$ cat config.mk
export PLATFORM = sky130hd
export DESIGN_NAME = scan_instr_sel
export DESIGN_NICKNAME = d
export VERILOG_FILES = /design/src/rtl/scan_instr_pkg.sv /design/src/rtl/scan_ir_stage.sv /design/src/rtl/scan_shift_reg.sv /design/src/rtl/scan_dr_bank.sv /design/src/rtl/scan_instr_sel.sv
export SDC_FILE = /design/constraint.sdc
export NUM_CORES = 1
export LEC_CHECK = 0
export CORE_UTILIZATION = 46
export DETAILED_ROUTE_END_ITERATION = 7
export HOLD_SLACK_MARGIN = 0.08
export PLACE_DENSITY_LB_ADDON = 0.08
export SYNTH_ARGS = -nofsm -noshare
export SYNTH_HDL_FRONTEND = slang
export SYNTH_SLANG_ARGS = --single-unit
$ cat constraint.sdc
create_clock -name tck -period 2 [get_ports tck]
set_clock_uncertainty 0.05 [all_clocks]
set_input_delay 0.3 -clock tck [delete_from_list [all_inputs] [get_ports tck]]
set_output_delay 0.3 -clock tck [all_outputs]
set_load 0.05 [all_outputs]
$ cat src/rtl/scan_instr_pkg.sv
package scan_instr_pkg;
  localparam int IR_W = 4;
  typedef logic [IR_W-1:0] op_t;

  localparam op_t OP_EXTEST = 4'b0000;
  localparam op_t OP_SAMPLE = 4'b0001;
  localparam op_t OP_PRELOAD = 4'b0011;
  localparam op_t OP_INTEST = 4'b0100;
  localparam op_t OP_RUNBIST = 4'b0101;
  localparam op_t OP_CLAMP = 4'b0110;
  localparam op_t OP_HIGHZ = 4'b0111;
  localparam op_t OP_IDCODE = 4'b1000;
  localparam op_t OP_USERCODE = 4'b1001;
  localparam op_t OP_BYPASS = 4'b1111;
  localparam op_t IR_CAPTURE = 4'b0001;

  typedef enum logic [2:0] {SEL_BYP, SEL_BSR, SEL_ID, SEL_USER, SEL_BIST} dr_sel_e;

  typedef struct packed {
    dr_sel_e sel;
    logic    pin_drive;
    logic    pin_hiz;
    logic    core_test;
    logic    bist;
  } dec_t;

  function automatic op_t reset_op(bit has_id);
    return has_id ? OP_IDCODE : OP_BYPASS;
  endfunction

  function automatic dec_t decode_op(op_t op, bit has_id);
    dec_t d;
    d.sel = SEL_BYP;
    d.pin_drive = 1'b0;
    d.pin_hiz = 1'b0;
    d.core_test = 1'b0;
    d.bist = 1'b0;
    case (op)
      OP_EXTEST:   begin d.sel = SEL_BSR; d.pin_drive = 1'b1; end
      OP_SAMPLE:   d.sel = SEL_BSR;
      OP_PRELOAD:  d.sel = SEL_BSR;
      OP_INTEST:   begin d.sel = SEL_BSR; d.pin_drive = 1'b1; d.core_test = 1'b1; end
      OP_RUNBIST:  begin d.sel = SEL_BIST; d.core_test = 1'b1; d.bist = 1'b1; end
      OP_CLAMP:    d.pin_drive = 1'b1;
      OP_HIGHZ:    d.pin_hiz = 1'b1;
      OP_IDCODE:   d.sel = has_id ? SEL_ID : SEL_BYP;
      OP_USERCODE: d.sel = SEL_USER;
      default:     d.sel = SEL_BYP;
    endcase
    return d;
  endfunction
endpackage

$ cat src/rtl/scan_ir_stage.sv
module scan_ir_stage
  import scan_instr_pkg::*;
#(
  parameter op_t RST_OP = OP_IDCODE
) (
  input  logic tck,
  input  logic trst_n,
  input  logic tlr,
  input  logic capture_ir,
  input  logic shift_ir,
  input  logic update_ir,
  input  logic tdi,
  output logic ir_so,
  output op_t  cur_op
);
  op_t sr_q;

  always_ff @(posedge tck or negedge trst_n) begin
    if (!trst_n) begin
      sr_q <= IR_CAPTURE;
    end else if (capture_ir) begin
      sr_q <= IR_CAPTURE;
    end else if (shift_ir) begin
      sr_q <= {tdi, sr_q[IR_W-1:1]};
    end
  end

  always_ff @(posedge tck or negedge trst_n) begin
    if (!trst_n) begin
      cur_op <= RST_OP;
    end else if (tlr) begin
      cur_op <= RST_OP;
    end else if (update_ir) begin
      cur_op <= sr_q;
    end
  end

  assign ir_so = sr_q[0];
endmodule

$ cat src/rtl/scan_shift_reg.sv
module scan_shift_reg #(
  parameter int W = 32
) (
  input  logic         tck,
  input  logic         trst_n,
  input  logic         cap,
  input  logic         shf,
  input  logic         si,
  input  logic [W-1:0] cap_val,
  output logic         so
);
  logic [W-1:0] q;

  always_ff @(posedge tck or negedge trst_n) begin
    if (!trst_n) begin
      q <= '0;
    end else if (cap) begin
      q <= cap_val;
    end else if (shf) begin
      q <= {si, q[W-1:1]};
    end
  end

  assign so = q[0];
endmodule

$ cat src/rtl/scan_dr_bank.sv
module scan_dr_bank
  import scan_instr_pkg::*;
#(
  parameter bit          HAS_ID   = 1'b1,
  parameter int          ID_W     = 32,
  parameter logic [ID_W-1:0] ID_VAL   = 32'h1A5C_3E00,
  parameter logic [ID_W-1:0] USER_VAL = 32'hC0DE_5AA6,
  parameter int          BIST_W   = 8
) (
  input  logic              tck,
  input  logic              trst_n,
  input  logic              capture_dr,
  input  logic              shift_dr,
  input  logic              tdi,
  input  dr_sel_e           sel,
  input  logic [BIST_W-1:0] bist_result,
  output logic              byp_bit,
  output logic              id_so,
  output logic              user_so,
  output logic              bist_so
);
  localparam logic [ID_W-1:0] ID_CAP = {ID_VAL[ID_W-1:1], 1'b1};

  logic byp_sel;
  assign byp_sel = (sel == SEL_BYP);

  always_ff @(posedge tck or negedge trst_n) begin
    if (!trst_n) begin
      byp_bit <= 1'b0;
    end else if (capture_dr && byp_sel) begin
      byp_bit <= 1'b0;
    end else if (shift_dr && byp_sel) begin
      byp_bit <= tdi;
    end
  end

  generate
    if (HAS_ID) begin : g_id
      scan_shift_reg #(.W(ID_W)) u_id (
        .tck(tck), .trst_n(trst_n),
        .cap(capture_dr && sel == SEL_ID), .shf(shift_dr && sel == SEL_ID),
        .si(tdi), .cap_val(ID_CAP), .so(id_so)
      );
    end else begin : g_no_id
      assign id_so = 1'b0;
    end
  endgenerate

  scan_shift_reg #(.W(ID_W)) u_user (
    .tck(tck), .trst_n(trst_n),
    .cap(capture_dr && sel == SEL_USER), .shf(shift_dr && sel == SEL_USER),
    .si(tdi), .cap_val(USER_VAL), .so(user_so)
  );

  scan_shift_reg #(.W(BIST_W)) u_bist (
    .tck(tck), .trst_n(trst_n),
    .cap(capture_dr && sel == SEL_BIST), .shf(shift_dr && sel == SEL_BIST),
    .si(tdi), .cap_val(bist_result), .so(bist_so)
  );
endmodule

$ cat src/rtl/scan_instr_sel.sv
module scan_instr_sel
  import scan_instr_pkg::*;
#(
  parameter bit          HAS_ID   = 1'b1,
  parameter int          ID_W     = 32,
  parameter logic [ID_W-1:0] ID_VAL   = 32'h1A5C_3E00,
  parameter logic [ID_W-1:0] USER_VAL = 32'hC0DE_5AA6,
  parameter int          BIST_W   = 8
) (
  input  logic              tck,
  input  logic              trst_n,
  input  logic              tlr,
  input  logic              run_idle,
  input  logic              capture_ir,
  input  logic              shift_ir,
  input  logic              update_ir,
  input  logic              capture_dr,
  input  logic              shift_dr,
  input  logic              update_dr,
  input  logic              tdi,
  input  logic              bsr_so,
  input  logic [BIST_W-1:0] bist_result,
  output logic              tdo,
  output logic              tdo_en,
  output logic              bsr_si,
  output logic              bsr_capture,
  output logic              bsr_shift,
  output logic              bsr_update,
  output logic              pin_drive,
  output logic              pin_hiz,
  output logic              core_test,
  output logic              bist_start,
  output logic [IR_W-1:0]   cur_op
);
  localparam op_t RST_OP = reset_op(HAS_ID);

  logic ir_so, byp_bit, id_so, user_so, bist_so;
  logic run_idle_d;
  logic byp_sel, bsr_sel;
  dec_t dec;

  scan_ir_stage #(.RST_OP(RST_OP)) u_ir (
    .tck(tck), .trst_n(trst_n), .tlr(tlr),
    .capture_ir(capture_ir), .shift_ir(shift_ir), .update_ir(update_ir),
    .tdi(tdi), .ir_so(ir_so), .cur_op(cur_op)
  );

  assign dec = decode_op(cur_op, HAS_ID);
  assign byp_sel = (dec.sel == SEL_BYP);
  assign bsr_sel = (dec.sel == SEL_BSR);

  scan_dr_bank #(
    .HAS_ID(HAS_ID), .ID_W(ID_W), .ID_VAL(ID_VAL),
    .USER_VAL(USER_VAL), .BIST_W(BIST_W)
  ) u_bank (
    .tck(tck), .trst_n(trst_n), .capture_dr(capture_dr), .shift_dr(shift_dr),
    .tdi(tdi), .sel(dec.sel), .bist_result(bist_result),
    .byp_bit(byp_bit), .id_so(id_so), .user_so(user_so), .bist_so(bist_so)
  );

  always_comb begin
    tdo = 1'b0;
    if (shift_ir) begin
      tdo = ir_so;
    end else if (shift_dr) begin
      case (dec.sel)
        SEL_BSR:  tdo = bsr_so;
        SEL_ID:   tdo = id_so;
        SEL_USER: tdo = user_so;
        SEL_BIST: tdo = bist_so;
        default:  tdo = byp_bit;
      endcase
    end
  end
  assign tdo_en = shift_ir | shift_dr;

  assign bsr_si = tdi;
  assign bsr_capture = capture_dr & bsr_sel;
  assign bsr_shift = shift_dr & bsr_sel;
  assign bsr_update = update_dr & bsr_sel;

  assign pin_drive = dec.pin_drive;
  assign pin_hiz = dec.pin_hiz;
  assign core_test = dec.core_test;

  always_ff @(posedge tck or negedge trst_n) begin
    if (!trst_n) run_idle_d <= 1'b0;
    else         run_idle_d <= run_idle;
  end
  assign bist_start = run_idle & ~run_idle_d & dec.bist;
endmodule

Word-level counts from Yosys, hierarchy flattened --
Index checks and enable logic that the tools add are counted.
Storage, ports and cells: register bits after elaboration 82, logic and storage cells 65
Cells by class: equality and inequality tests 12, muxes and demuxes 20, bitwise logic cells 7, reduce and logical (&&, ||, !) cells 19
Operator list (count):
- 32-bit two-way mux | 4
- 4-bit by 3-bit == test with 1-bit output, second input constant | 4
- 4-bit two-way mux | 4
- 8-bit two-way mux | 2
- 3-bit one-hot mux with 4 select lines | 1
- 2-bit nonzero test | 6
- 4-bit == test, second input constant | 2
- 1-bit logical AND | 8
- 1-bit two-way mux | 8
- 3-bit by 2-bit == test with 1-bit output, second input constant | 2
- 1-bit bitwise AND | 5
- 4-bit by 1-bit == test with 1-bit output, second input constant | 1
- 4-bit by 2-bit == test with 1-bit output, second input constant | 1
- 4-bit zero test | 1
- 1-bit one-hot mux with 4 select lines | 1
- 4-bit OR reduction | 1
- 3-bit by 1-bit == test with 1-bit output, second input constant | 1
- 3-bit == test, second input constant | 1
- 3-bit zero test | 1
- 3-bit OR reduction | 1
- 2-bit OR reduction | 1
- 1-bit NOT | 1
- 1-bit OR | 1

Depth between registers and ports, before layout --
Gate-level depths: netlist (run 1).
depth in word-level cells 7, depth in mapped cells 7, gate-level depth less buffers 4

Cells and area by module --
Synthesis (run 1) repeated with hierarchy kept, for this count alone.
Unflattened totals: cell total of the unflattened synthesis 386, area, all modules 4107.7 um2
Modules (own cells, without submodules):
- scan_shift_reg (u_bank.g_id.u_id ...) | times used 2, cells each 139, area an instance 1515.2 um2, sequential area each 800.8 um2
- scan_shift_reg (u_bank.u_bist) | times used 1, cells each 34, area an instance 372.9 um2, sequential area each 200.2 um2
- scan_ir_stage | times used 1, cells each 26, area an instance 342.8 um2, sequential area each 202.7 um2
- scan_instr_sel | times used 1, cells each 32, area an instance 236.5 um2, sequential area each 25.0 um2
- scan_dr_bank | times used 1, cells each 16, area an instance 125.1 um2, sequential area each 25.0 um2

Worst setup path after synthesis (run 1) --
OpenSTA, ideal clock, no wires.
path kind register to output, from register u_ir.cur_op[3], to output tdo, arrival time 2340 ps, required time 1650 ps, path slack -690 ps, stages on the path, launching flop included 6, buffers on the path 1, cell sequence dfstp_2 clkbuf_1 nor4bb_1 a21oi_1 or2_2 a32oi_1
On the way: cells in the longest elaborated chain, start to end 7, elaborated cells between the ends (all ways) 16, classes of those cells 10 x eq/ne; 4 x mux; 2 x reduce/logical
Ends and longest elaborated chain:
- from (decl) | line scan_ir_stage.sv:14 | output op_t cur_op
- from (signal assigned) | line scan_ir_stage.sv:34 | cur_op <= sr_q;
- 4-bit by 3-bit == test with 1-bit output (tied with other cells) | line scan_instr_pkg.sv:38 | case (op)
- 4-bit OR reduction (no line)
- 3-bit one-hot mux with 4 select lines * | line scan_instr_pkg.sv:38
- 3-bit == test (tied with other cells) | line scan_instr_sel.sv:66 | case (dec.sel)
- 1-bit one-hot mux with 4 select lines * | line scan_instr_sel.sv:66
- 1-bit two-way mux * | line scan_instr_sel.sv:65 | end else if (shift_dr) begin
- 1-bit two-way mux * | line scan_instr_sel.sv:63 | if (shift_ir) begin
- to (decl) | line scan_instr_sel.sv:23 | output logic tdo,
Every way passes the cells marked *; elsewhere a longest branch is shown, timed or not.

Worst setup path after layout (run 1) --
from register u_ir.cur_op[0], to output tdo
Same word-level chain as after synthesis.

==> metrics, run 1 <==
outcome finished, violations left; failing checks setup timing; Synth Area in Adders 0%; final hold slack 373 ps; Seq cells post-synth 82; DRC viols 0; Sink Count 82; routability cong. 0.740; Slew headroom 71.0%; Area growth, synth to finish 26.8%; final hold vios 0; Mapped Nets 406; simple-gate share of the synthesized area 24.3%; gr busiest metal met2; H-tree depth 3; FF-to-FF path depth 6; I/O Buffers 33; most frequent cells in the layout nand2_1 (130), dfrtp_1 (77), nand3_1 (34); GRT Total Usage 18.5%; Final Slew Violations 0; Synth area leader dfrtp_1; Syn Std Cell Area 3540 um^2; Setup Crit Path Kind reg2out; WP data arrival 1840 ps; met2 track demand over resource 28.5%; FF/Latch Area 2060 um^2; Async SR Flop Fraction 100%; vias post-DR 2,707; number of flops mapped to enable cells by yosys 0; Hold/Removal Path Class in2reg; Final TNS setup -201 ps; fmax 456 MHz; CP peak stage delay 450 ps; Post-Synthesis Cells 386; CTS clk-pin slew, worst paths 80 ps; number of global-route vias before repair 2,580; ys flop type dfrtp_1; Layout Nets 445; sequential area share after synthesis 58.1%; Die Ht 89.7 um; CTS buffer count 9; Post-Route WL 7.07 mm; crit path max fanout 7; met1 GRT Util 25.8%; post-place instance area 4180 um^2; cell leakage power 2.24 nW; minimum clock period 2190 ps; DR pass1 iterations 4; Horiz. Die Dim 89.7 um; max cap viols 0; CTS tree done; final non-filler cell area 4490 um^2; Avg Vias per Cell 5.13; Critical Path Sink Type output port; HPWL Detailed 4.30 mm; pwr dens 893 nW/um^2; Critical Path Start Type flop; die area 8050 um^2; Starting Density 48.3%; critical-path cell with the highest stage delay dfrtp_2; period utilisation layout 110%; Multi-input gate area 1400 um^2; most common cell after layout, fill and taps aside nand2_1; worst slew pin tran 435 ps; CP Buf/Inv Count 2; root buf cell clkbuf_8; DR WL/cell 13.4 um; Std-Cell Rows 31; setup slack after layout -193 ps; # fillers 633; syn avg cell area 9.17 um^2; n_diodes 0; Required @ worst endpoint 1650 ps; RSZ-0062 raised after global routing true; Core Box Area 7330 um^2; largest net degree at the start of global routing 35; post-synthesis mux area share 1.70%; Worst VDD drop 0.898 mV; Synth top area share 56.6%; largest family of logic cells by synthesized area simple AND/OR/NAND/NOR gates; met3 GRT Util 4.40%; Yosys warning total 0; CP Depth 6; layout cell share with drive strength beyond 1 17.9%; total power 4.01 mW; GRT overflow 0; CP delay by family, top flip-flops; WHS Path Cells 1; crit path cell chain buf_4 -> and3b_1 -> a21oi_2 -> or2_4 -> a32oi_4 -> buf_12; first-pass GRT wire length 12.1 mm; initial DRC count 126; I/O Pins 34; DP Worst Slack -15.7 ps; XOR/XNOR Fraction of Synth Area 0%; Post-DRT Antenna Nets 0; Clock Path Buffers 2; Yosys cell types 35; Synth Area in Compound Gates 11.1%; initial antenna violation count 0; largest cells by area after synthesis dfrtp_1 (57%), nand2_1 (14%), nand3_1 (4.8%), o21ai_0 (3.3%), o22ai_1 (2.7%); # setup viols final 2; clock latency at the later pin of the worst-skew pair 350 ps
==> cell usage after synthesis (3+ instances only) <==
| cell | number |
|---|---|
| nand2_1 | 130 |
| dfrtp_1 | 80 |
| nand3_1 | 34 |
| o21ai_0 | 23 |
| clkbuf_1 | 18 |
| o22ai_1 | 15 |
| a21oi_1 | 11 |
| nor2_1 | 11 |
| buf_2 | 8 |
| o21ai_1 | 8 |
| mux2i_1 | 6 |
| and2_1 | 4 |
| or2_2 | 4 |
| buf_6 | 3 |
| inv_1 | 3 |
==> where the power goes <==
group	switching, mW	internal, mW	leakage (nW)
clock network	0.574	0.695	0.0984
registers	0.147	1.93	1.05
logic	0.367	0.293	1.09
total	1.09	2.92	2.24
==> cells by family (layout without fill, tap and decap cells) <==
family,Yosys count,count (layout)
mux,6,6
compound gates,68,68
simple gates,195,195
buf+inv,35,78
flops,82,82
==> sequential cells by signal, summed over array words and instances (netlist names) <==
register and cells:
u_bank.g_id.u_id.q 32, u_bank.u_user.q 32, u_bank.u_bist.q 8, u_ir.cur_op 4, u_ir.sr_q 4, run_idle_d 1
u_bank.byp_bit 1
==> layer usage <==
layer / share of wire, % / vias up
li1: - / 1360
met1: 50 / 1308
met2: 46 / 28
met3: 2.6 / 11
met4: 1.5 / 0
met5: 0 / -
==> worst paths after layout <==
check                                                     to  slack (ps)                            from
setup / recovery                                         tdo        -190      u_ir.cur_op[0]$_DFFE_PN0P_
hold / removal                          run_idle_d$_DFF_PN0_         370                        run_idle
setup reg to reg           u_bank.g_id.u_id.q[7]$_DFFE_PN0P_         170      u_ir.cur_op[1]$_DFFE_PN0P_
hold reg to reg               u_bank.u_user.q[3]$_DFFE_PN0P_         410  u_bank.u_user.q[3]$_DFFE_PN0P_
max in group asynchronous    u_bank.u_user.q[14]$_DFFE_PN0P_         900                          trst_n
min in group asynchronous     u_bank.u_bist.q[3]$_DFFE_PN0P_         380                          trst_n
==> final cells by class <==
class                   count  area share [%]
flip-flops and latches     82            45.9
inverters                   4           0.335
repair buffers             59            15.2
clock inverters             5            1.78
well taps                  99            2.76
multi-input cells         269            31.2
clock buffers              10            2.84
==> metrics by stage <==
step                      std cells  util [%]
final                           528      61.2
after global routing            528      61.2
after CTS                       524      60.6
after detailed placement        505      57.0
after global placement          505      57.0
after floorplan                 386         -
==> what timing repair did <==
item | CTS | global route
hold buffers | 1 | 0
buffers inserted | 3 | 4
setup endpoints to repair | 5 | 6
gates resized for setup | 6 | 4
hold endpoints to repair | 29 | 0
pin swaps | 2 | 2
Power figures use the tool's default switching activity.
==> inputs of run 2 (changes only) <==
Settings changed: HOLD_SLACK_MARGIN 0.08 to 0.02.
==> results of run 2 <==
No change in the layout: final DEF, timing and power equal those of run 1.
==> inputs of run 3 (changes only) <==
Settings changed: TNS_END_PERCENT from default to 5.
==> run 3 against run 2 <==
  * The flow still finishes with violations (setup timing)
  * Register-to-register slack worse by 40 ps
  * Clock power is 6% higher
  * Via count is 1.8% higher
  * Combinational power is 1% higher
  * Wire length is 1.4% higher
  * Largest power group unchanged
  * Largest cell class unchanged
  * Non-clock buffer count is 1 lower
  * Highest routed layer unchanged
  * First-iteration DRC count is 23% lower
  * Worst setup slack better by 40 ps
  * Fmax is 1.9% higher
  * Design area is 0.22% higher
==> metrics, run 3 (synthesis gave the netlist of run 1 again) <==
Finished Layout Cells 528; Critical Path Sink Type output port; vias post-DR 2,756; final hold vios 0; DR WL/cell 13.6 um; total power 4.09 mW; # setup viols final 5; clock network power share 32.8%; clock latency at the later pin of the worst-skew pair 340 ps; pwr dens 908 nW/um^2; die area 8050 um^2; Worst VDD drop 0.572 mV; Final Slew Violations 0; Hold/Removal Path Class in2reg; setup slack after layout -153 ps; Slew headroom 68.4%; crit path max fanout 3; critical-path cell with the highest stage delay dfstp_2; Clock Path Buffers 2; CP peak stage delay 570 ps; Avg Vias per Cell 5.22; Final Core Density 61.4%; Reg-to-Reg End u_bank.g_id.u_id.q[31]$_DFFE_PN0P_; HPWL Detailed 4.52 mm; initial antenna violation count 0; DR pass1 iterations 4; routability cong. 0.771; crit path cell chain nor4bb_4 -> a21oi_1 -> or2_4 -> a32oi_4 -> buf_12; placed insts 510; outcome finished, violations left; Post-Route WL 7.17 mm; switch share 27.4%; Sink Count 82; cell internal pwr 2.97 mW; Critical Path Start Type flop; max cap viols 0; number of global-route vias before repair 2,661; I/O Buffers 33; crit path from u_ir.cur_op[3]$_DFFE_PN1P_; GRT Total Usage 19.1%; DRC viols 0; Seq pwr share 50.9%; CTS clk-pin slew, worst paths 80 ps; most common cell after layout, fill and taps aside nand2_1; net switching power 1.12 mW; Final TNS setup -410 ps; Top Registers u_bank.g_id.u_id.q x32, u_bank.u_user.q x32, u_bank.u_bist.q x8; Layout Nets 444; combinational power share 16.3%; n_diodes 0; crit path capture tdo; root buf cell clkbuf_8; Post-DRT Antenna Nets 0; Die Ht 89.7 um; RSZ-0062 raised after global routing true; CTS buffer count 9; CTS tree done; most frequent cells in the layout nand2_1 (130), dfrtp_1 (77), nand3_1 (34); final non-filler cell area 4500 um^2; FF-to-FF path depth 5; first-pass GRT wire length 12.5 mm; WP data arrival 1800 ps; Setup Crit Path Kind reg2out; post-place instance area 4190 um^2; Area growth, synth to finish 27.1%; Core Box Area 7330 um^2; I/O Pins 34; layout cell share with drive strength beyond 1 17.9%; failing checks setup timing; initial DRC count 97; Horiz. Die Dim 89.7 um; worst slew pin tran 473 ps; worst r2r src u_ir.cur_op[0]$_DFFE_PN0P_; period utilisation layout 108%; largest net degree at the start of global routing 35; H-tree depth 3; R2R setup slack 130 ps; DP Worst Slack 19.8 ps; Std-Cell Rows 31; cell leakage power 2.25 nW; Required @ worst endpoint 1650 ps; Starting Density 48.3%; GRT overflow 0; fmax 464 MHz; minimum clock period 2150 ps; final hold slack 375 ps
-- run 3: cell count changes in the layout (fill, tap and decap cells not counted), moves of 2 or more --
cell / before / now
and2_2: 3 / 0
clkinv_4: 0 / 2
and2_4: 0 / 3
buf_6: 1 / 3
buf_4: 24 / 22
-- run 3: worst min-delay path by stage --
stage	start	end	slack [ps]	cells after the start
after detailed placement	trst_n	u_bank.u_bist.q[4]$_DFFE_PN0P_	240	1
after global routing	run_idle	run_idle_d$_DFF_PN0_	350	1
after CTS	run_idle	run_idle_d$_DFF_PN0_	360	1
final	run_idle	run_idle_d$_DFF_PN0_	380	1
after global placement	trst_n	u_bank.u_bist.q[3]$_DFFE_PN0P_	230	1
after floorplan	trst_n	run_idle_d$_DFF_PN0_	-50	0
-- run 3: what timing repair did --
item | 4_1_cts | 5_1_grt
hold buffers | 1 | 0
buffers inserted | 1 | 0
setup endpoints to repair | 5 | 5
hold endpoints to repair | 31 | 0
pin swaps | 3 | 0
resized for setup | 11 | 7
-- run 3: layer usage --
metal,up-vias,routed length (um),track usage [%]
li1,1362,-,-
met1,1351,3470,25.2
met5,-,0,0
met2,38,3440,31.0
met4,0,61,6.42
met3,5,202,4.40
-- run 3: layout make-up --
type                    instances  area (um^2)
flip-flops and latches         82         2060
repair buffers                 58          669
inverters                       4         15.0
fillers                       617         2830
clock inverters                 6         90.1
well taps                      99          124
multi-input cells             269         1400
clock buffers                  10          138
-- run 3: critical path: cells and delay by family, from the launching register on --
kind	cells	cell delay (ps)
buffers and inverters	1	170
AO/OA/AOI/OAI	2	300
flip-flops	1	570
AND/OR/NAND/NOR	2	430
-- run 3: power groups by stage --
stage | Combinational (mW) | Clock (mW) | Sequential [mW]
floorplan | 0.407 | 0 | 2.08
global placement | 0.636 | 0 | 2.10
detailed placement | 0.657 | 0 | 2.11
CTS | 0.673 | 1.38 | 2.08
global route | 0.756 | 1.44 | 2.12
finish | 0.667 | 1.34 | 2.08
